### config.mk
export PLATFORM = sky130hd
export DESIGN_NAME = stat_counter_bank
export DESIGN_NICKNAME = d
export VERILOG_FILES = /design/src/rtl/stat_bank_pkg.sv /design/src/rtl/stat_ctrl_regs.sv /design/src/rtl/stat_counter.sv /design/src/rtl/stat_flags.sv /design/src/rtl/stat_counter_bank.sv
export SDC_FILE = /design/constraint.sdc
export NUM_CORES = 1
export LEC_CHECK = 0
export ABC_AREA = 1
export BUFFER_PORTS_ARGS = -buffer_cell sky130_fd_sc_hd__buf_2
export CORE_UTILIZATION = 55
export CTS_CLUSTER_SIZE = 24
export DETAILED_ROUTE_END_ITERATION = 6
export MAX_ROUTING_LAYER = met4
export PLACE_DENSITY_LB_ADDON = 0.1
export SYNTH_ARGS = -nofsm -noshare
export SYNTH_HDL_FRONTEND = slang
export SYNTH_SLANG_ARGS = --single-unit
### constraint.sdc
create_clock -name clk -period 3.86 [get_ports clk]
set_input_delay 0.579 -clock clk [delete_from_list [all_inputs] [get_ports clk]]
set_output_delay 0.579 -clock clk [all_outputs]
set_load 0.02 [all_outputs]
### src/rtl/stat_bank_pkg.sv
package stat_bank_pkg;

  localparam int unsigned DATA_W = 32;

  localparam int unsigned CTRL_OFS = 32'h100;
  localparam int unsigned FLAG_OFS = 32'h104;
  localparam int unsigned MASK_OFS = 32'h108;

  localparam int unsigned CB_CLEAR  = 0;
  localparam int unsigned CB_SAT    = 1;
  localparam int unsigned CB_RDCLR  = 2;
  localparam int unsigned CB_FREEZE = 3;

  typedef struct packed {
    logic freeze;
    logic rd_clr;
    logic sat;
  } policy_t;

  // flag position of counter idx inside the flag word
  function automatic int unsigned flag_bit(input int unsigned idx);
    case (idx)
      0:       flag_bit = 5;
      1:       flag_bit = 6;
      2:       flag_bit = 17;
      default: flag_bit = 18 + (idx - 3);
    endcase
  endfunction

  function automatic logic [DATA_W-1:0] flag_field(input int unsigned n);
    logic [DATA_W-1:0] m;
    m = '0;
    for (int unsigned i = 0; i < n; i++) m[flag_bit(i)] = 1'b1;
    return m;
  endfunction

endpackage

### src/rtl/stat_ctrl_regs.sv
module stat_ctrl_regs
  import stat_bank_pkg::*;
#(
  parameter int unsigned NUM_CNT = 3,
  parameter int unsigned ADDR_W  = 9
) (
  input  logic              clk,
  input  logic              rst,
  input  logic              wr_en,
  input  logic [ADDR_W-1:0] wr_addr,
  input  logic [DATA_W-1:0] wr_data,
  output policy_t           pol,
  output logic              clr_pend,
  output logic [DATA_W-1:0] mask
);

  localparam logic [DATA_W-1:0] MASK_KEEP = flag_field(NUM_CNT);
  localparam logic [ADDR_W-1:0] A_CTRL    = ADDR_W'(CTRL_OFS);
  localparam logic [ADDR_W-1:0] A_MASK    = ADDR_W'(MASK_OFS);

  logic ctrl_hit;
  logic mask_hit;

  assign ctrl_hit = wr_en && (wr_addr == A_CTRL);
  assign mask_hit = wr_en && (wr_addr == A_MASK);

  always_ff @(posedge clk) begin
    if (rst) begin
      pol      <= '0;
      clr_pend <= 1'b0;
      mask     <= '0;
    end else begin
      // command bit lives for exactly the cycle after the write
      clr_pend <= ctrl_hit && wr_data[CB_CLEAR];
      if (ctrl_hit) begin
        pol.sat    <= wr_data[CB_SAT];
        pol.rd_clr <= wr_data[CB_RDCLR];
        pol.freeze <= wr_data[CB_FREEZE];
      end
      if (mask_hit) mask <= wr_data & MASK_KEEP;
    end
  end

endmodule

### src/rtl/stat_counter.sv
module stat_counter
  import stat_bank_pkg::*;
#(
  parameter int unsigned CNT_W = 32
) (
  input  logic             clk,
  input  logic             rst,
  input  logic             evt,
  input  logic             clr_all,
  input  logic             rd_clear,
  input  policy_t          pol,
  output logic [CNT_W-1:0] cnt,
  output logic             half_hit
);

  logic [CNT_W-1:0] base;
  logic [CNT_W-1:0] stepped;
  logic [CNT_W-1:0] nxt;

  always_comb begin
    base = rd_clear ? '0 : cnt;
    if (evt && !pol.freeze) begin
      if (&base) stepped = pol.sat ? base : '0;
      else       stepped = base + 1'b1;
    end else begin
      stepped = base;
    end
    nxt = clr_all ? '0 : stepped;
  end

  assign half_hit = nxt[CNT_W-1] && !cnt[CNT_W-1];

  always_ff @(posedge clk) begin
    if (rst) cnt <= '0;
    else     cnt <= nxt;
  end

endmodule

### src/rtl/stat_flags.sv
module stat_flags
  import stat_bank_pkg::*;
#(
  parameter int unsigned NUM_CNT = 3
) (
  input  logic               clk,
  input  logic               rst,
  input  logic [NUM_CNT-1:0] half_hit,
  input  logic               rd_clear,
  input  logic [DATA_W-1:0]  mask,
  output logic [DATA_W-1:0]  flags,
  output logic               irq
);

  logic [NUM_CNT-1:0] fl_q;

  genvar g;
  generate
    for (g = 0; g < NUM_CNT; g++) begin : g_flag
      always_ff @(posedge clk) begin
        if (rst) fl_q[g] <= 1'b0;
        else     fl_q[g] <= half_hit[g] || (fl_q[g] && !rd_clear);
      end
    end
  endgenerate

  always_comb begin
    flags = '0;
    for (int unsigned i = 0; i < NUM_CNT; i++) flags[flag_bit(i)] = fl_q[i];
  end

  always_ff @(posedge clk) begin
    if (rst) irq <= 1'b0;
    else     irq <= |(flags & ~mask);
  end

endmodule

### src/rtl/stat_counter_bank.sv
module stat_counter_bank
  import stat_bank_pkg::*;
#(
  parameter int unsigned NUM_CNT = 3,
  parameter int unsigned CNT_W   = 32,
  parameter int unsigned ADDR_W  = 9
) (
  input  logic               clk,
  input  logic               rst,
  input  logic [NUM_CNT-1:0] evt_strobe,
  input  logic               wr_en,
  input  logic [ADDR_W-1:0]  wr_addr,
  input  logic [31:0]        wr_data,
  input  logic               rd_en,
  input  logic [ADDR_W-1:0]  rd_addr,
  output logic [31:0]        rd_data,
  output logic               irq
);

  localparam logic [ADDR_W-1:0] A_CTRL = ADDR_W'(CTRL_OFS);
  localparam logic [ADDR_W-1:0] A_FLAG = ADDR_W'(FLAG_OFS);
  localparam logic [ADDR_W-1:0] A_MASK = ADDR_W'(MASK_OFS);

  policy_t                  pol_q;
  logic                     clr_pend;
  logic [DATA_W-1:0]        mask_q;
  logic [DATA_W-1:0]        flags;
  logic [NUM_CNT*CNT_W-1:0] cnt_flat;
  logic [NUM_CNT-1:0]       half_hit;
  logic [NUM_CNT-1:0]       cnt_sel;
  logic [NUM_CNT-1:0]       cnt_rdclr;
  logic                     flag_rdclr;
  logic [DATA_W-1:0]        rd_mux;

  stat_ctrl_regs #(.NUM_CNT(NUM_CNT), .ADDR_W(ADDR_W)) ctrl_i (
    .clk      (clk),
    .rst      (rst),
    .wr_en    (wr_en),
    .wr_addr  (wr_addr),
    .wr_data  (wr_data),
    .pol      (pol_q),
    .clr_pend (clr_pend),
    .mask     (mask_q)
  );

  genvar g;
  generate
    for (g = 0; g < NUM_CNT; g++) begin : g_cnt
      assign cnt_sel[g]   = (rd_addr == ADDR_W'(4 * g));
      assign cnt_rdclr[g] = rd_en && pol_q.rd_clr && cnt_sel[g];

      stat_counter #(.CNT_W(CNT_W)) cnt_i (
        .clk      (clk),
        .rst      (rst),
        .evt      (evt_strobe[g]),
        .clr_all  (clr_pend),
        .rd_clear (cnt_rdclr[g]),
        .pol      (pol_q),
        .cnt      (cnt_flat[g*CNT_W +: CNT_W]),
        .half_hit (half_hit[g])
      );
    end
  endgenerate

  assign flag_rdclr = rd_en && (rd_addr == A_FLAG);

  stat_flags #(.NUM_CNT(NUM_CNT)) flags_i (
    .clk      (clk),
    .rst      (rst),
    .half_hit (half_hit),
    .rd_clear (flag_rdclr),
    .mask     (mask_q),
    .flags    (flags),
    .irq      (irq)
  );

  always_comb begin
    rd_mux = '0;
    if (rd_addr == A_CTRL) begin
      rd_mux[CB_CLEAR]  = clr_pend;
      rd_mux[CB_SAT]    = pol_q.sat;
      rd_mux[CB_RDCLR]  = pol_q.rd_clr;
      rd_mux[CB_FREEZE] = pol_q.freeze;
    end else if (rd_addr == A_FLAG) begin
      rd_mux = flags;
    end else if (rd_addr == A_MASK) begin
      rd_mux = mask_q;
    end else begin
      for (int unsigned i = 0; i < NUM_CNT; i++)
        if (cnt_sel[i]) rd_mux = DATA_W'(cnt_flat[i*CNT_W +: CNT_W]);
    end
  end

  always_ff @(posedge clk) begin
    if (rst) rd_data <= '0;
    else     rd_data <= rd_mux;
  end

endmodule

## Yosys cells after proc, flatten, opt, wreduce, memory -nomap -nowiden

Cells that the tools add are included.

| word-level totals | value |
|---|---|
| register bits after elaboration | 139 |
| input port bits | 57 |

| cells by class | value |
|---|---|
| $add $sub $neg | 3 |
| equal/unequal tests | 7 |
| mux-type cells | 21 |
| bitwise logic cells | 2 |
| reduce and logical (&&, ||, !) cells | 33 |

Operators by type and width:

| operator | number |
|---|---|
| $mux W32 | 19 |
| $add A32 B1 Y32 const B | 3 |
| $reduce_and A32 Y1 | 3 |
| $eq A9 B9 Y1 const B | 5 |
| $and A18 B32 Y32 | 1 |
| $not A18 Y32 | 1 |
| $reduce_or A32 Y1 | 1 |
| $mux W18 | 1 |
| $logic_and A1 B1 Y1 | 17 |
| $eq A9 B3 Y1 const B | 1 |
| $eq A9 B4 Y1 const B | 1 |
| $logic_not A9 Y1 | 1 |
| $logic_not A1 Y1 | 5 |
| $mux W4 | 1 |
| $reduce_or A2 Y1 | 2 |
| $logic_or A1 B1 Y1 | 3 |
| $reduce_or A3 Y1 | 1 |

## Longest topological paths before layout

Gate-level depths: netlist (run 1).

| depth | value |
|---|---|
| depth after elaboration | 9 |
| depth in mapped cells | 25 |
| mapped depth without buffers | 21 |

## Hierarchy

From an unflattened synthesis (run 1), not the netlist that was laid out.

| second synthesis, totals | value |
|---|---|
| cells, all modules | 1,861 |
| area total of the unflattened synthesis | 11,195.7 um^2 |

Modules (own cells, without submodules):

| module | times used | cells each | area each (um^2) | sequential area each (um^2) |
|---|---|---|---|---|
| stat_counter | 3 | 446 | 2,651.3 | 640.6 |
| stat_counter_bank | 1 | 388 | 2,289.7 | 640.6 |
| stat_ctrl_regs | 1 | 84 | 581.8 | 140.1 |
| stat_flags | 1 | 51 | 370.4 | 80.1 |

## Worst setup path after synthesis (run 1)

Ideal clock, no wire load.

| timing path | value |
|---|---|
| path kind | input to register |
| from | input rd_addr[5] |
| to | register g_cnt[1].cnt_i.cnt[15] |
| setup time | 0.123 ns |
| arrival time | 3.030 ns |
| slack | 0.707 ns |
| stages on the path | 20 |
| cell sequence | nor2_1 nand2_2 nor2_1 nand3_2 buf_4 buf_6 buf_2 buf_2 nand2_1 inv_1 ha_1 nand2_1 inv_1 nand3_1 nor2_2 nand3_1 nor3_1 nand4_1 nand2_1 nor2_1 |

| between the ends | value |
|---|---|
| cells in the longest elaborated chain, start to end | 6 |
| elaborated cells on any way between the ends | 8 |

RTL lines:

| item | RTL line | source |
|---|---|---|
| start: declaration | stat_counter_bank.sv:15 | `input logic [ADDR_W-1:0] rd_addr,` |
| $eq A9 B3 Y1 (*) | stat_counter_bank.sv:49 | `assign cnt_sel[g] = (rd_addr == ADDR_W'(4 * g));` |
| $logic_and A1 B1 Y1 (*) | stat_counter_bank.sv:50 | `assign cnt_rdclr[g] = rd_en && pol_q.rd_clr && cnt_sel[g];` |
| $mux W32 (*) | stat_counter.sv:21 | `base = rd_clear ? '0 : cnt;` |
| $add A32 B1 Y32 (tied with other cells) | stat_counter.sv:24 | `else stepped = base + 1'b1;` |
| $mux W32 | stat_counter.sv:23 | `if (&base) stepped = pol.sat ? base : '0;` |
| $mux W32 (*) | stat_counter.sv:22 | `if (evt && !pol.freeze) begin` |
| end signal: assignment | stat_counter.sv:35 | `else cnt <= nxt;` |
| end: declaration | stat_counter.sv:12 | `output logic [CNT_W-1:0] cnt,` |

Mark *: on every way between the ends. The rest lies on a longest branch, timed or not.
A chain may end at the register's enable or synchronous reset.

## Final worst setup path (run 1)

| timing path | value |
|---|---|
| from | register, netlist name ctrl_i.pol[1] |
| to | register g_cnt[1].cnt_i.cnt[18] |

| between the ends | value |
|---|---|
| cells in the longest elaborated chain, start to end | 6 |
| elaborated cells on any way between the ends | 8 |

RTL lines:

| item | RTL line |
|---|---|
| $logic_and A1 B1 Y1 (*) (2 in a row) | stat_counter_bank.sv:50 |
| $mux W32 (*) | stat_counter.sv:21 |
| $add A32 B1 Y32 (tied with other cells) | stat_counter.sv:24 |
| $mux W32 | stat_counter.sv:23 |
| $mux W32 (*) | stat_counter.sv:22 |

Marks and branches as above.

==> metrics.md, run 1 <==
| Metric | Value |
|---|---|
| Outcome | finished, violations left |
| Violated checks | DRC |
| Power Dens Cells | 316.4 mW/mm^2 |
| Synth-to-layout area growth | 11.45% |
| RSZ-0062 raised after global routing | no |
| DR vias | 10460 |
| Sw frac | 25.03% |
| DRC viols | 1 |
| Mapped Area | 0.009423 mm^2 |
| Core Footprint | 0.01664 mm^2 |
| Yosys reg bits | 139 |
| Cell total after placement | 1827 |
| Crit Path Category | register to register |
| Maximum clock frequency | 320.6 MHz |
| First-pass GRT wire length | 49.41 mm |
| Drt wl/cell | 16.79 um |
| Yosys Warn Count | 0 |
| CP Cell Sequence | nand2_1 -> inv_1 -> nand3_2 -> buf_4 -> nand3_1 -> nor2_2 -> nand3_1 -> nor3_1 -> nand4_1 -> nand2_1 -> a21oi_1 |
| Total global routing overflow | 0 |
| Initial antenna violation count | 0 |
| Comb pwr share | 4.6% |
| Pin count of the biggest net entering global routing | 56 |
| Post-CTS Setup Inserts | 0 |
| Port bufs | 64 |
| Clock-pin slew on the worst setup and hold paths | 0.06 ns |
| Power Total | 3.322 mW |
| Total CTS buffers | 17 |
| CTS Sinks | 139 |
| CTS tree | done |
| HP Class | input pin to register |
| Sequential fraction of the synthesis area | 29.53% |
| Critical Path AT | 3.41 ns |
| Hold-fix buffers, CTS | 0 |
| Commonest non-fill, non-tap cell in the layout | nand2_1 |
| Clock Power Share | 51.6% |
| Synth area leaders | dfxtp_1, nand2_1, nor2_1 |
| Synth top area share | 29.53% |
| Int Pwr | 2.491 mW |
| Top-level I/O count | 90 |
| Clock skew | 0.008817 ns |
| Data required time of the worst path | 4.15 ns |
| Synth unique cells | 49 |
| Final #Nets | 1686 |
| Fin crit period | 3.119 ns |
| Gpl congestion | 0.9779 |
| Vias in the first global route | 9429 |
| CTS Buffer Depth | 2 |
| Hold Fails Final Rpt | 0 |
| Leading area contributor after synthesis | dfxtp_1 |
| CP peak stage delay | 0.48 ns |
| FP Rows | 47 |
| Max_cap viols | 0 |
| Synth Instances | 1576 |
| Syn_nets | 1636 |
| Final core occ | 63.10% |
| Post-CTS resize count | 0 |
| Antenna-violating nets left | 0 |
| Root Driver | clkbuf_16 |
| Worst-skew pair later-pin latency | 0.43 ns |
| Ant diodes | 0 |
| Most frequent cells in the layout | nand2_1, nor2_1, inv_1 |
| Die W | 132.9 um |
| Critical path startpoint category | register |
| Lkg Pwr | 4.451 nW |
| Non-filler cells, final | 1859 |
| Maximum vdd drop | 0.0003555 V |
| Max Fanout on Critical Path | 55 |
| Fin Setup TNS | 0 ns |
| Worst path bufs/invs | 2 |
| Layout cells sized above 1 | 11.53% |
| Flop pwr share | 43.8% |
| Worst path slowest cell | buf_4 |
| Switching pwr | 831.4 uW |
| DR vias/cell | 5.628 |
| Final setup vio count | 0 |
| Routed WL | 31.22 mm |
| GRT Total Usage | 37.03% |
| Slew Limit Fails | 0 |
| DRT iter0 DRCs | 1071 |
| CP delay by family, top | simple AND/OR/NAND/NOR gates |
| CP Capture Type | register |
| Level count of the clock H-tree | 4 |
| Initial Util | 56.62% |
| Drt pass-1 iters | 7 |
| Synth Area per Inst | 5.979 um^2 |
| Slew @ Worst Pin | 0.7433 ns |
| Die area | 0.01766 mm^2 |
| Die Y-Extent | 132.9 um |
| Final period utilization | 80.81% |
| Post-detail-place hpwl | 23.37 mm |
| Slew Limit Headroom | 50.39% |
[synthesized netlist by cell type, drive strengths merged]
cell type  number
nand2         515
nor2          237
inv           183
nand3         174
dfxtp         139
a21oi          73
o21ai          49
nand4          43
clkbuf         27
buf            25
nor3           23
a221oi         13
xor2           11
nand3b          7
nor3b           7
o21bai          6
a211oi          5
o211ai          5
o221ai          5
xnor2           5
a31oi           4
a21boi          3
a221o           3
ha              3
nor4            2
o21a            2
o22ai           2
a22o            1
a41oi           1
and2            1
and3            1
clkinv          1
[power by group through the flow]
| stage | Clock, mW | Sequential, mW | Combinational (mW) |
|---|---|---|---|
| after floorplan | 0 | 1.49 | 0.0905 |
| after global placement | 0 | 1.49 | 0.146 |
| after detailed placement | 0 | 1.49 | 0.148 |
| after CTS | 1.72 | 1.45 | 0.150 |
| after global routing | 1.80 | 1.46 | 0.167 |
| final | 1.71 | 1.46 | 0.153 |
[cells by family after synthesis]
logic type | synth area share (%)
AOI/OAI and AO/OA | 10.81
xor gates and xnor gates | 1.487
adders and majority gates | 0.3984
buffers and inverters | 10.37
DFF | 29.53
and+or+nand+nor | 47.40
[stage by stage]
stage	hold WS [ns]	setup slack, ns	instance area, um^2
finish	0.3789	0.7406	10500
global route	0.3822	0.5172	10500
CTS	0.3703	0.8283	10500
detailed placement	0.4587	0.4340	9894
global placement	0.4590	0.4981	9894
floorplan	0.4394	0.7075	9423
[routing by layer]
layer	routed length, um	up-vias	track usage, %
li1	-	5193	-
met1	13510	4741	47.79
met4	858	0	13.15
met5	0	-	-
met3	2897	63	8.084
met2	13940	466	56.72
[cell type report]
cell class	count	area [um^2]
Sequential cell	139	2783
Clock inverter	13	153.9
Fill cell	1660	6141
Clock buffer	19	452.9
Tap cell	220	275.3
Inverter	184	690.7
Multi-Input combinational cell	1201	5670
Timing Repair Buffer	83	475.5
[worst register-to-register path: stages, from the launching register on]
cell     delay (ns)
dfxtp_1        0.34
nand2_1        0.07
inv_1          0.11
nand3_2        0.16
buf_4          0.48
nand3_1        0.33
nor2_2         0.37
nand3_1        0.18
nor3_1         0.29
nand4_1        0.17
nand2_1        0.41
a21oi_1        0.08
[final timing paths]
| kind | start | to | slack, ns | cells past startpoint |
|---|---|---|---|---|
| setup / recovery | ctrl_i.pol[1]$_SDFFE_PP0P_ | g_cnt[1].cnt_i.cnt[18]$_SDFF_PP0_ | 0.74 | 11 |
| hold reg to reg | flags_i.flags[5]$_SDFF_PP0_ | flags_i.flags[5]$_SDFF_PP0_ | 0.47 | 2 |
| setup reg to reg | ctrl_i.pol[1]$_SDFFE_PP0P_ | g_cnt[1].cnt_i.cnt[18]$_SDFF_PP0_ | 0.74 | 11 |
| hold / removal | wr_data[2] | ctrl_i.pol[1]$_SDFFE_PP0P_ | 0.38 | 3 |
[sequential cells by signal (all words and copies together), names as in the netlist]
register         count
flags_i.flags        3
g_cnt.cnt_i.cnt     96
ctrl_i.pol           3
rd_data             32
flags_i.irq          1
ctrl_i.clr_pend      1
ctrl_i.mask          3
Note: power is estimated with default switching activity, not from simulation.
==> inputs of run 2 (changes only) <==
--- a/config.mk
+++ b/config.mk
@@ -5,9 +5,9 @@
 export SDC_FILE = /design/constraint.sdc
 export NUM_CORES = 1
 export LEC_CHECK = 0
-export ABC_AREA = 1
+export ABC_AREA = 0
 export BUFFER_PORTS_ARGS = -buffer_cell sky130_fd_sc_hd__buf_2
-export CORE_UTILIZATION = 55
+export CORE_UTILIZATION = 53
 export CTS_CLUSTER_SIZE = 24
 export DETAILED_ROUTE_END_ITERATION = 6
 export MAX_ROUTING_LAYER = met4
==> constraint.sdc (replaced) <==
create_clock -name clk -period 2.8 [get_ports clk]
set_input_delay 0.42 -clock clk [delete_from_list [all_inputs] [get_ports clk]]
set_output_delay 0.42 -clock clk [all_outputs]
set_load 0.02 [all_outputs]
==> metrics.md, run 2 <==
| Metric | Value |
|---|---|
| Outcome | complete, no violations (was finished, violations left) |
| Met3 WL | 2.866 mm (was 2.897 mm) |
| Gpl congestion | 1.050 (was 0.9779) |
| Pin count of the biggest net entering global routing | 31 (was 56) |
| Setup WS pre-CTS | -0.3647 ns (was 0.4340 ns) |
| Port bufs | 64 (unchanged) |
| Critical path startpoint category | register (unchanged) |
| Maximum clock frequency | 365.5 MHz (was 320.6 MHz) |
| Final #Nets | 1114 (was 1686) |
| Top-level I/O count | 90 (unchanged) |
| Reg2reg end | g_cnt[0].cnt_i.cnt[16]$_SDFF_PP0_ (was g_cnt[1].cnt_i.cnt[18]$_SDFF_PP0_) |
| Non-filler cells, final | 1244 (was 1859) |
| Hold wc startpoint | wr_data[3] (was wr_data[2]) |
| Layout cells sized above 1 | 24.48% (was 11.53%) |
| GRT Total Usage | 39.82% (was 37.03%) |
| Worst-skew pair later-pin latency | 0.43 ns (about the same) |
| Top FF cell, synth | dfxtp_1 (unchanged) |
| Yosys Warn Count | 0 (unchanged) |
| RSZ-0062 raised after global routing | no (unchanged) |
| CP peak stage delay | 0.48 ns (about the same) |
| Worst path slowest cell | or4bb_4 (was buf_4) |
| Final period utilization | 97.72% (was 80.81%) |
| Mapped Area | 0.007437 mm^2 (was 0.009423 mm^2) |
| Critical Path AT | 3.09 ns (was 3.41 ns) |
| Post-detail-place hpwl | 20.20 mm (was 23.37 mm) |
| Reg with most FFs | g_cnt.cnt_i.cnt (unchanged) |
| First-pass GRT wire length | 42.86 mm (was 49.41 mm) |
| DRT iter0 DRCs | 1233 (was 1071) |
| FP Rows | 42 (was 47) |
| CTS Sinks | 139 (unchanged) |
| Share of synthesized registers carrying an async set or reset | 0% (unchanged) |
| Most frequent cells in the layout | dfxtp_1, buf_4, nor2_1 (was nand2_1, nor2_1, inv_1) |
| CTS Buffer Depth | 2 (unchanged) |
| Level count of the clock H-tree | 4 (unchanged) |
| Hold Fails Final Rpt | 0 (unchanged) |
| HP Class | input pin to register (unchanged) |
| Die Y-Extent | 120.5 um (was 132.9 um) |
| Largest register FFs | 96 (unchanged) |
| Routed WL | 27.48 mm (was 31.22 mm) |
| CP Cell Sequence | or4bb_4 -> or3_4 -> and2_4 -> ha_4 -> nand4_1 -> buf_4 -> nor2_4 -> or4_1 -> a21oi_1 (was nand2_1 -> inv_1 -> nand3_2 -> buf_4 -> nand3_1 -> nor2_2 -> nand3_1 -> nor3_1 -> nand4_1 -> nand2_1 -> a21oi_1) |
| Die W | 120.5 um (was 132.9 um) |
| Synth top area share | 37.42% (was 29.53%) |
| Syn_nets | 977 (was 1636) |
| DR vias | 8390 (was 10460) |
| Slew Limit Headroom | 51.58% (was 50.39%) |
| Fin Setup TNS | 0 ns (unchanged) |
| Multi-input logic area | 0.004524 mm^2 (was 0.005670 mm^2) |
| Critical R2R Launch | ctrl_i.pol[1]$_SDFFE_PP0P_ (unchanged) |
| Max_cap viols | 0 (unchanged) |
| Count leader, synth | dfxtp_1 (was nand2_1) |
| Fin crit period | 2.736 ns (was 3.119 ns) |
| Drt pass-1 iters | 7 (unchanged) |
| CP Capture Type | register (unchanged) |
| CTS tree | done (unchanged) |
| Total global routing overflow | 0 (unchanged) |
| Worst setup margin | 0.06379 ns (was 0.7406 ns) |
| Biggest regs | g_cnt.cnt_i.cnt x96, rd_data x32 (unchanged) |
| Final setup vio count | 0 (unchanged) |
| Largest family of logic cells by synthesized area | simple AND/OR/NAND/NOR gates (unchanged) |
| Synth Area per Inst | 8.110 um^2 (was 5.979 um^2) |
| Reg2Reg Depth | 9 (was 11) |
| Leading area contributor after synthesis | dfxtp_1 (unchanged) |
| Vias in the first global route | 7922 (was 9429) |
| Synth Instances | 917 (was 1576) |
| Lkg Pwr | 3.442 nW (was 4.451 nW) |
| Final core occ | 70.33% (was 63.10%) |
| EDFF count, synth | 0 (unchanged) |
| Slew Limit Fails | 0 (unchanged) |
| Commonest non-fill, non-tap cell in the layout | dfxtp_1 (was nand2_1) |
| Die area | 0.01451 mm^2 (was 0.01766 mm^2) |
| Top Metal Used | met4 (unchanged) |
| Worst setup path startpoint | ctrl_i.pol[1]$_SDFFE_PP0P_ (unchanged) |
| Max Fanout on Critical Path | 6 (was 55) |
| Yosys reg bits | 139 (unchanged) |
| Synth-to-layout area growth | 27.22% (was 11.45%) |
| Length of routed met2 wiring | 12.28 mm (was 13.94 mm) |
| Simple-Gate Fraction of Synth Area | 33.82% (was 47.40%) |
| Power Dens Cells | 506.3 mW/mm^2 (was 316.4 mW/mm^2) |
| Hold Crit Endpoint | ctrl_i.pol[2]$_SDFFE_PP0P_ (was ctrl_i.pol[1]$_SDFFE_PP0P_) |
| DRT met1 WL | 10.65 mm (was 13.51 mm) |
| Core Footprint | 0.01345 mm^2 (was 0.01664 mm^2) |
| Sequential fraction of the synthesis area | 37.42% (was 29.53%) |
| Crit Path Category | register to register (unchanged) |
| Initial Util | 55.28% (was 56.62%) |
| FF-to-FF setup slack | 0.06 ns (was 0.74 ns) |
| Drt wl/cell | 22.09 um (was 16.79 um) |
| Total CTS buffers | 17 (unchanged) |
| Slew @ Worst Pin | 0.7197 ns (was 0.7433 ns) |
| Min-Delay Path Depth | 3 (unchanged) |
| Initial antenna violation count | 1 (was 0) |
| Adder and majority gate portion of the synthesized area | 0.5047% (was 0.3984%) |
| Data required time of the worst path | 3.15 ns (was 4.15 ns) |
| FF/Latch Area | 0.002784 mm^2 (was 0.002783 mm^2) |
| Top cells by count, synth | dfxtp_1, nor2_1, nand2_1 (was nand2_1, nor2_1, inv_1) |
| Synth unique cells | 68 (was 49) |
| Post-synthesis mux area share | 2.473% (was 0%) |
| Clock skew | 0.01247 ns (was 0.008817 ns) |
| Synth Area in XOR/XNOR | 2.120% (was 1.487%) |
| Fillers | 1091 (was 1660) |
| Root Driver | clkbuf_16 (unchanged) |
| Compound-cell area share of the yosys netlist | 19.38% (was 10.81%) |
| DR vias/cell | 6.744 (was 5.628) |
| Cell total after placement | 1207 (was 1827) |
| Maximum vdd drop | 0.0003845 V (was 0.0003555 V) |
| Antenna-violating nets left | 0 (unchanged) |
| Hold Slack | 0.2348 ns (was 0.3789 ns) |
| Synth area leaders | dfxtp_1, nand4_1, nor2_1 (was dfxtp_1, nand2_1, nor2_1) |
| DRC viols | 0 (was 1) |
| Clock-pin slew on the worst setup and hold paths | 0.06 ns (about the same) |
## run 2: changes by cell type in the layout (fill, tap and decap cells not counted), sizes merged, moves of 28 or more
cell	change
nor2	-143
nand2	-422
nand3	-118
a222oi	+28
buf	+90
inv	-169
o21ai	-34
## run 2: cell families (layout without fill, tap and decap cells)
family                   count (synthesis)  count (layout)
AO/OA/AOI/OAI                          199             199
other                                    0               2
multiplexers                            18              18
buffers and inverters                   75             224
flip-flops                             139             139
AND/OR/NAND/NOR                        465             465
adder cells (fa/ha/maj)                  3               3
XOR/XNOR                                18              18
## run 2: final cells by class
type                    count  area share (%)
well taps                 176           2.327
clock inverters            11           2.288
diodes                      2         0.05290
inverters                  20          0.7934
repair buffers            173           12.47
multi-input cells         703           47.82
clock buffers              20           4.827
flip-flops and latches    139           29.42
## run 2: power by group
group | total [mW] | leakage (nW) | switching, mW | internal (mW)
logic | 0.221 | 1.99 | 0.134 | 0.0868
registers | 2.00 | 1.12 | 0.0116 | 1.99
clock network | 2.57 | 0.330 | 0.859 | 1.71
## run 2: per-layer routing
metal | track usage, % | vias up
met4 | 22.76 | 0
met2 | 60.27 | 556
li1 | - | 3805
met1 | 49.30 | 3901
met3 | 8.302 | 128
met5 | - | -
## run 2: per-stage QoR
step / instance area (um^2) / power [mW]
finish: 9462 / 4.790
global route: 9459 / 4.914
CTS: 9410 / 4.787
detailed placement: 8722 / 2.253
global placement: 8722 / 2.246
floorplan: 7674 / 2.145
## run 2: how the worst max path moves through the flow
| stage | to | slack [ns] | cells after the start |
|---|---|---|---|
| after floorplan | g_cnt[0].cnt_i.cnt[15]$_SDFF_PP0_ | -0.31 | 11 |
| after global placement | g_cnt[0].cnt_i.cnt[5]$_SDFF_PP0_ | -0.31 | 10 |
| after detailed placement | g_cnt[1].cnt_i.cnt[9]$_SDFF_PP0_ | -0.36 | 12 |
| after CTS | g_cnt[0].cnt_i.cnt[7]$_SDFF_PP0_ | 0.02 | 9 |
| after global routing | g_cnt[0].cnt_i.cnt[10]$_SDFF_PP0_ | 0.01 | 10 |
| final | g_cnt[0].cnt_i.cnt[16]$_SDFF_PP0_ | 0.06 | 9 |
## run 2: repair_timing
item                                    in CTS  in global routing
resized for setup                            0                  9
endpoints found under the setup margin       1                 28
hold buffers                                 0                  0
pin swaps                                    0                  4
hold endpoints to repair                     0                  0
buffers inserted                             2                  2
## run 2: critical path, delay by kind of cell (launching register included)
family,cells,cell delay [ns]
buffers and inverters,1,0.20
AOI/OAI and AO/OA,1,0.13
DFF,1,0.36
and+or+nand+nor,6,1.81
adders and majority gates,1,0.17
==> inputs of run 3 (changes only) <==
--- a/config.mk
+++ b/config.mk
@@ -7,7 +7,8 @@
 export LEC_CHECK = 0
 export ABC_AREA = 0
 export BUFFER_PORTS_ARGS = -buffer_cell sky130_fd_sc_hd__buf_2
-export CORE_UTILIZATION = 53
+export CORE_UTILIZATION = 55
+export CTS_BUF_LIST = sky130_fd_sc_hd__clkbuf_4 sky130_fd_sc_hd__clkbuf_8
 export CTS_CLUSTER_SIZE = 24
 export DETAILED_ROUTE_END_ITERATION = 6
 export MAX_ROUTING_LAYER = met4
==> metrics.md, run 3 (synthesis gave the netlist of run 2 again) <==
| Metric | Value |
|---|---|
| Outcome | finished, violations left (was complete, no violations) |
| Violated checks | DRC |
| Commonest non-fill, non-tap cell in the layout | dfxtp_1 (unchanged) |
| Reg with most FFs | g_cnt.cnt_i.cnt (unchanged) |
| FF-to-FF setup slack | 0.09 ns (was 0.06 ns) |
| Max_cap viols | 0 (unchanged) |
| Level count of the clock H-tree | 4 (unchanged) |
| Final #Nets | 1103 (was 1114) |
| Antenna-violating nets left | 0 (unchanged) |
| Final period utilization | 96.73% (was 97.72%) |
| Hold Fails Final Rpt | 0 (unchanged) |
| Routed WL | 25.71 mm (was 27.48 mm) |
| Synth-to-layout area growth | 22.43% (was 27.22%) |
| Final core occ | 69.03% (was 70.33%) |
| Lkg Pwr | 3.270 nW (was 3.442 nW) |
| Clock-pin slew on the worst setup and hold paths | 0.09 ns (was 0.06 ns) |
| DR vias/cell | 6.707 (was 6.744) |
| Initial Util | 56.38% (was 55.28%) |
| CTS Sinks | 139 (unchanged) |
| Layout cells sized above 1 | 23.67% (was 24.48%) |
| Crit Path Category | register to register (unchanged) |
| Vias in the first global route | 7568 (was 7922) |
| Slew Limit Fails | 0 (unchanged) |
| Setup WS pre-CTS | -0.3022 ns (was -0.3647 ns) |
| Total global routing overflow | 0 (unchanged) |
| Die area | 0.01399 mm^2 (was 0.01451 mm^2) |
| Biggest regs | g_cnt.cnt_i.cnt x96, rd_data x32 (unchanged) |
| Top-level I/O count | 90 (unchanged) |
| Die W | 118.3 um (was 120.5 um) |
| Critical R2R Launch | g_cnt[0].cnt_i.cnt[26]$_SDFF_PP0_ (was ctrl_i.pol[1]$_SDFFE_PP0P_) |
| Drt wl/cell | 20.87 um (was 22.09 um) |
| CTS tree | done (unchanged) |
| Min-Delay Path Depth | 3 (unchanged) |
| Clock skew | 0.02042 ns (was 0.01247 ns) |
| Hold wc startpoint | wr_data[5] (was wr_data[3]) |
| Initial antenna violation count | 0 (was 1) |
| CP Capture Type | register (unchanged) |
| Critical Path AT | 3.07 ns (was 3.09 ns) |
| Power Dens Cells | 435.3 mW/mm^2 (was 506.3 mW/mm^2) |
| Reg2Reg Depth | 6 (was 9) |
| CTS Buffer Depth | 2 (unchanged) |
| Fin crit period | 2.708 ns (was 2.736 ns) |
| Final setup vio count | 0 (unchanged) |
| Root Driver | clkbuf_8 (was clkbuf_16) |
| Port bufs | 64 (unchanged) |
| Hold Crit Endpoint | ctrl_i.mask[5]$_SDFFE_PP0P_ (was ctrl_i.pol[2]$_SDFFE_PP0P_) |
| FP Rows | 42 (unchanged) |
| Gpl congestion | 1.071 (was 1.050) |
| HP Class | input pin to register (unchanged) |
| First-pass GRT wire length | 40.67 mm (was 42.86 mm) |
| Most frequent cells in the layout | dfxtp_1, buf_4, nor2_1 (unchanged) |
| Pin count of the biggest net entering global routing | 33 (was 31) |
| Total CTS buffers | 17 (unchanged) |
| GRT Total Usage | 38.26% (was 39.82%) |
| Drt pass-1 iters | 7 (unchanged) |
| Hold-fix buffers, CTS | 0 (unchanged) |
| Ant diodes | 0 (was 2) |
| Reg2reg end | g_cnt[0].cnt_i.cnt[19]$_SDFF_PP0_ (was g_cnt[0].cnt_i.cnt[16]$_SDFF_PP0_) |
| Maximum clock frequency | 369.2 MHz (was 365.5 MHz) |
| Maximum vdd drop | 0.0003644 V (was 0.0003845 V) |
| Core Footprint | 0.01319 mm^2 (was 0.01345 mm^2) |
| Data required time of the worst path | 3.16 ns (was 3.15 ns) |
| Worst setup margin | 0.09160 ns (was 0.06379 ns) |
| Slew @ Worst Pin | 1.024 ns (was 0.7197 ns) |
| DR vias | 8263 (was 8390) |
| Worst-skew pair later-pin latency | 0.47 ns (was 0.43 ns) |
| Critical path startpoint category | register (unchanged) |
| Largest register FFs | 96 (unchanged) |
| Slew Limit Headroom | 31.08% (was 51.58%) |
| DRC viols | 13 (was 0) |
| DRT iter0 DRCs | 1369 (was 1233) |
| Post-detail-place hpwl | 19.37 mm (was 20.20 mm) |
| Die Y-Extent | 118.3 um (was 120.5 um) |
| Max Fanout on Critical Path | 6 (unchanged) |
-- run 3: cell count changes in the layout (fill, tap and decap cells not counted), sizes merged --
cell,delta
buf,-12
clkinvlp,+4
bufinv,-3
diode,-2
clkbuf,-1
inv,+1
nand3,+1
-- run 3: worst max-delay path: stages, from the launching register on --
cell,delay (ns)
dfxtp_1,0.45
nand3_1,0.22
or3_1,0.40
nor4_1,0.84
nand3_2,0.39
o211ai_1,0.20
a21oi_1,0.08
-- run 3: layout make-up --
type / instances / area, um^2
clock inverters: 13 / 168.9
inverters: 20 / 75.07
flip-flops and latches: 139 / 2784
well taps: 176 / 220.2
multi-input cells: 704 / 4528
clock buffers: 19 / 255.2
repair buffers: 161 / 1074
fillers: 1094 / 4085
-- run 3: through the flow --
stage	std cells	total power [mW]	setup TNS, ns	hold WS, ns	instance area [um^2]
global placement	1196	2.241	-8.270	0.4823	8627
finish	1232	3.964	0	0.1980	9105
floorplan	917	2.145	-6.767	0.4420	7674
CTS	1228	3.959	0	0.2001	9051
detailed placement	1196	2.249	-14.69	0.4945	8627
global route	1232	4.081	-0.06240	0.2108	9105
-- run 3: how the worst max path moves through the flow --
stage	to	start	depth (start not counted)	slack (ns)
5_1_grt	g_cnt[0].cnt_i.cnt[26]$_SDFF_PP0_	g_cnt[0].cnt_i.cnt[26]$_SDFF_PP0_	6	-0.03
6_report	g_cnt[0].cnt_i.cnt[19]$_SDFF_PP0_	g_cnt[0].cnt_i.cnt[26]$_SDFF_PP0_	6	0.09
2_1_floorplan	g_cnt[0].cnt_i.cnt[15]$_SDFF_PP0_	rd_addr[7]	11	-0.31
4_1_cts	g_cnt[2].cnt_i.cnt[1]$_SDFF_PP0_	ctrl_i.pol[1]$_SDFFE_PP0P_	11	0.06
3_5_place_dp	g_cnt[2].cnt_i.cnt[25]$_SDFF_PP0_	rd_addr[2]	11	-0.30
3_3_place_gp	g_cnt[2].cnt_i.cnt[19]$_SDFF_PP0_	rd_addr[2]	11	-0.19
-- run 3: layer usage --
layer / share of wire (%) / wire length [um] / up-vias / track usage (%)
met5: 0 / 0 / - / -
met4: 5.1 / 1300 / 0 / 19.71
met3: 9.9 / 2535 / 90 / 7.384
met2: 45 / 11490 / 511 / 57.10
met1: 40 / 10380 / 3890 / 49.19
li1: - / - / 3772 / -
-- run 3: timing repair --
item / 4_1_cts / 5_1_grt
resized for setup: 0 / 7
hold endpoints to repair: 0 / 0
endpoints found under the setup margin: 0 / 31
buffers inserted: 0 / 3
-- run 3: report_power, final --
group          switching, mW  leakage, nW  internal, mW  total [mW]
Combinational          0.130         1.95        0.0883       0.218
Sequential            0.0112         1.12          1.98        1.99
Clock                  0.834        0.202         0.919        1.75
Total                  0.975         3.27          2.99        3.96
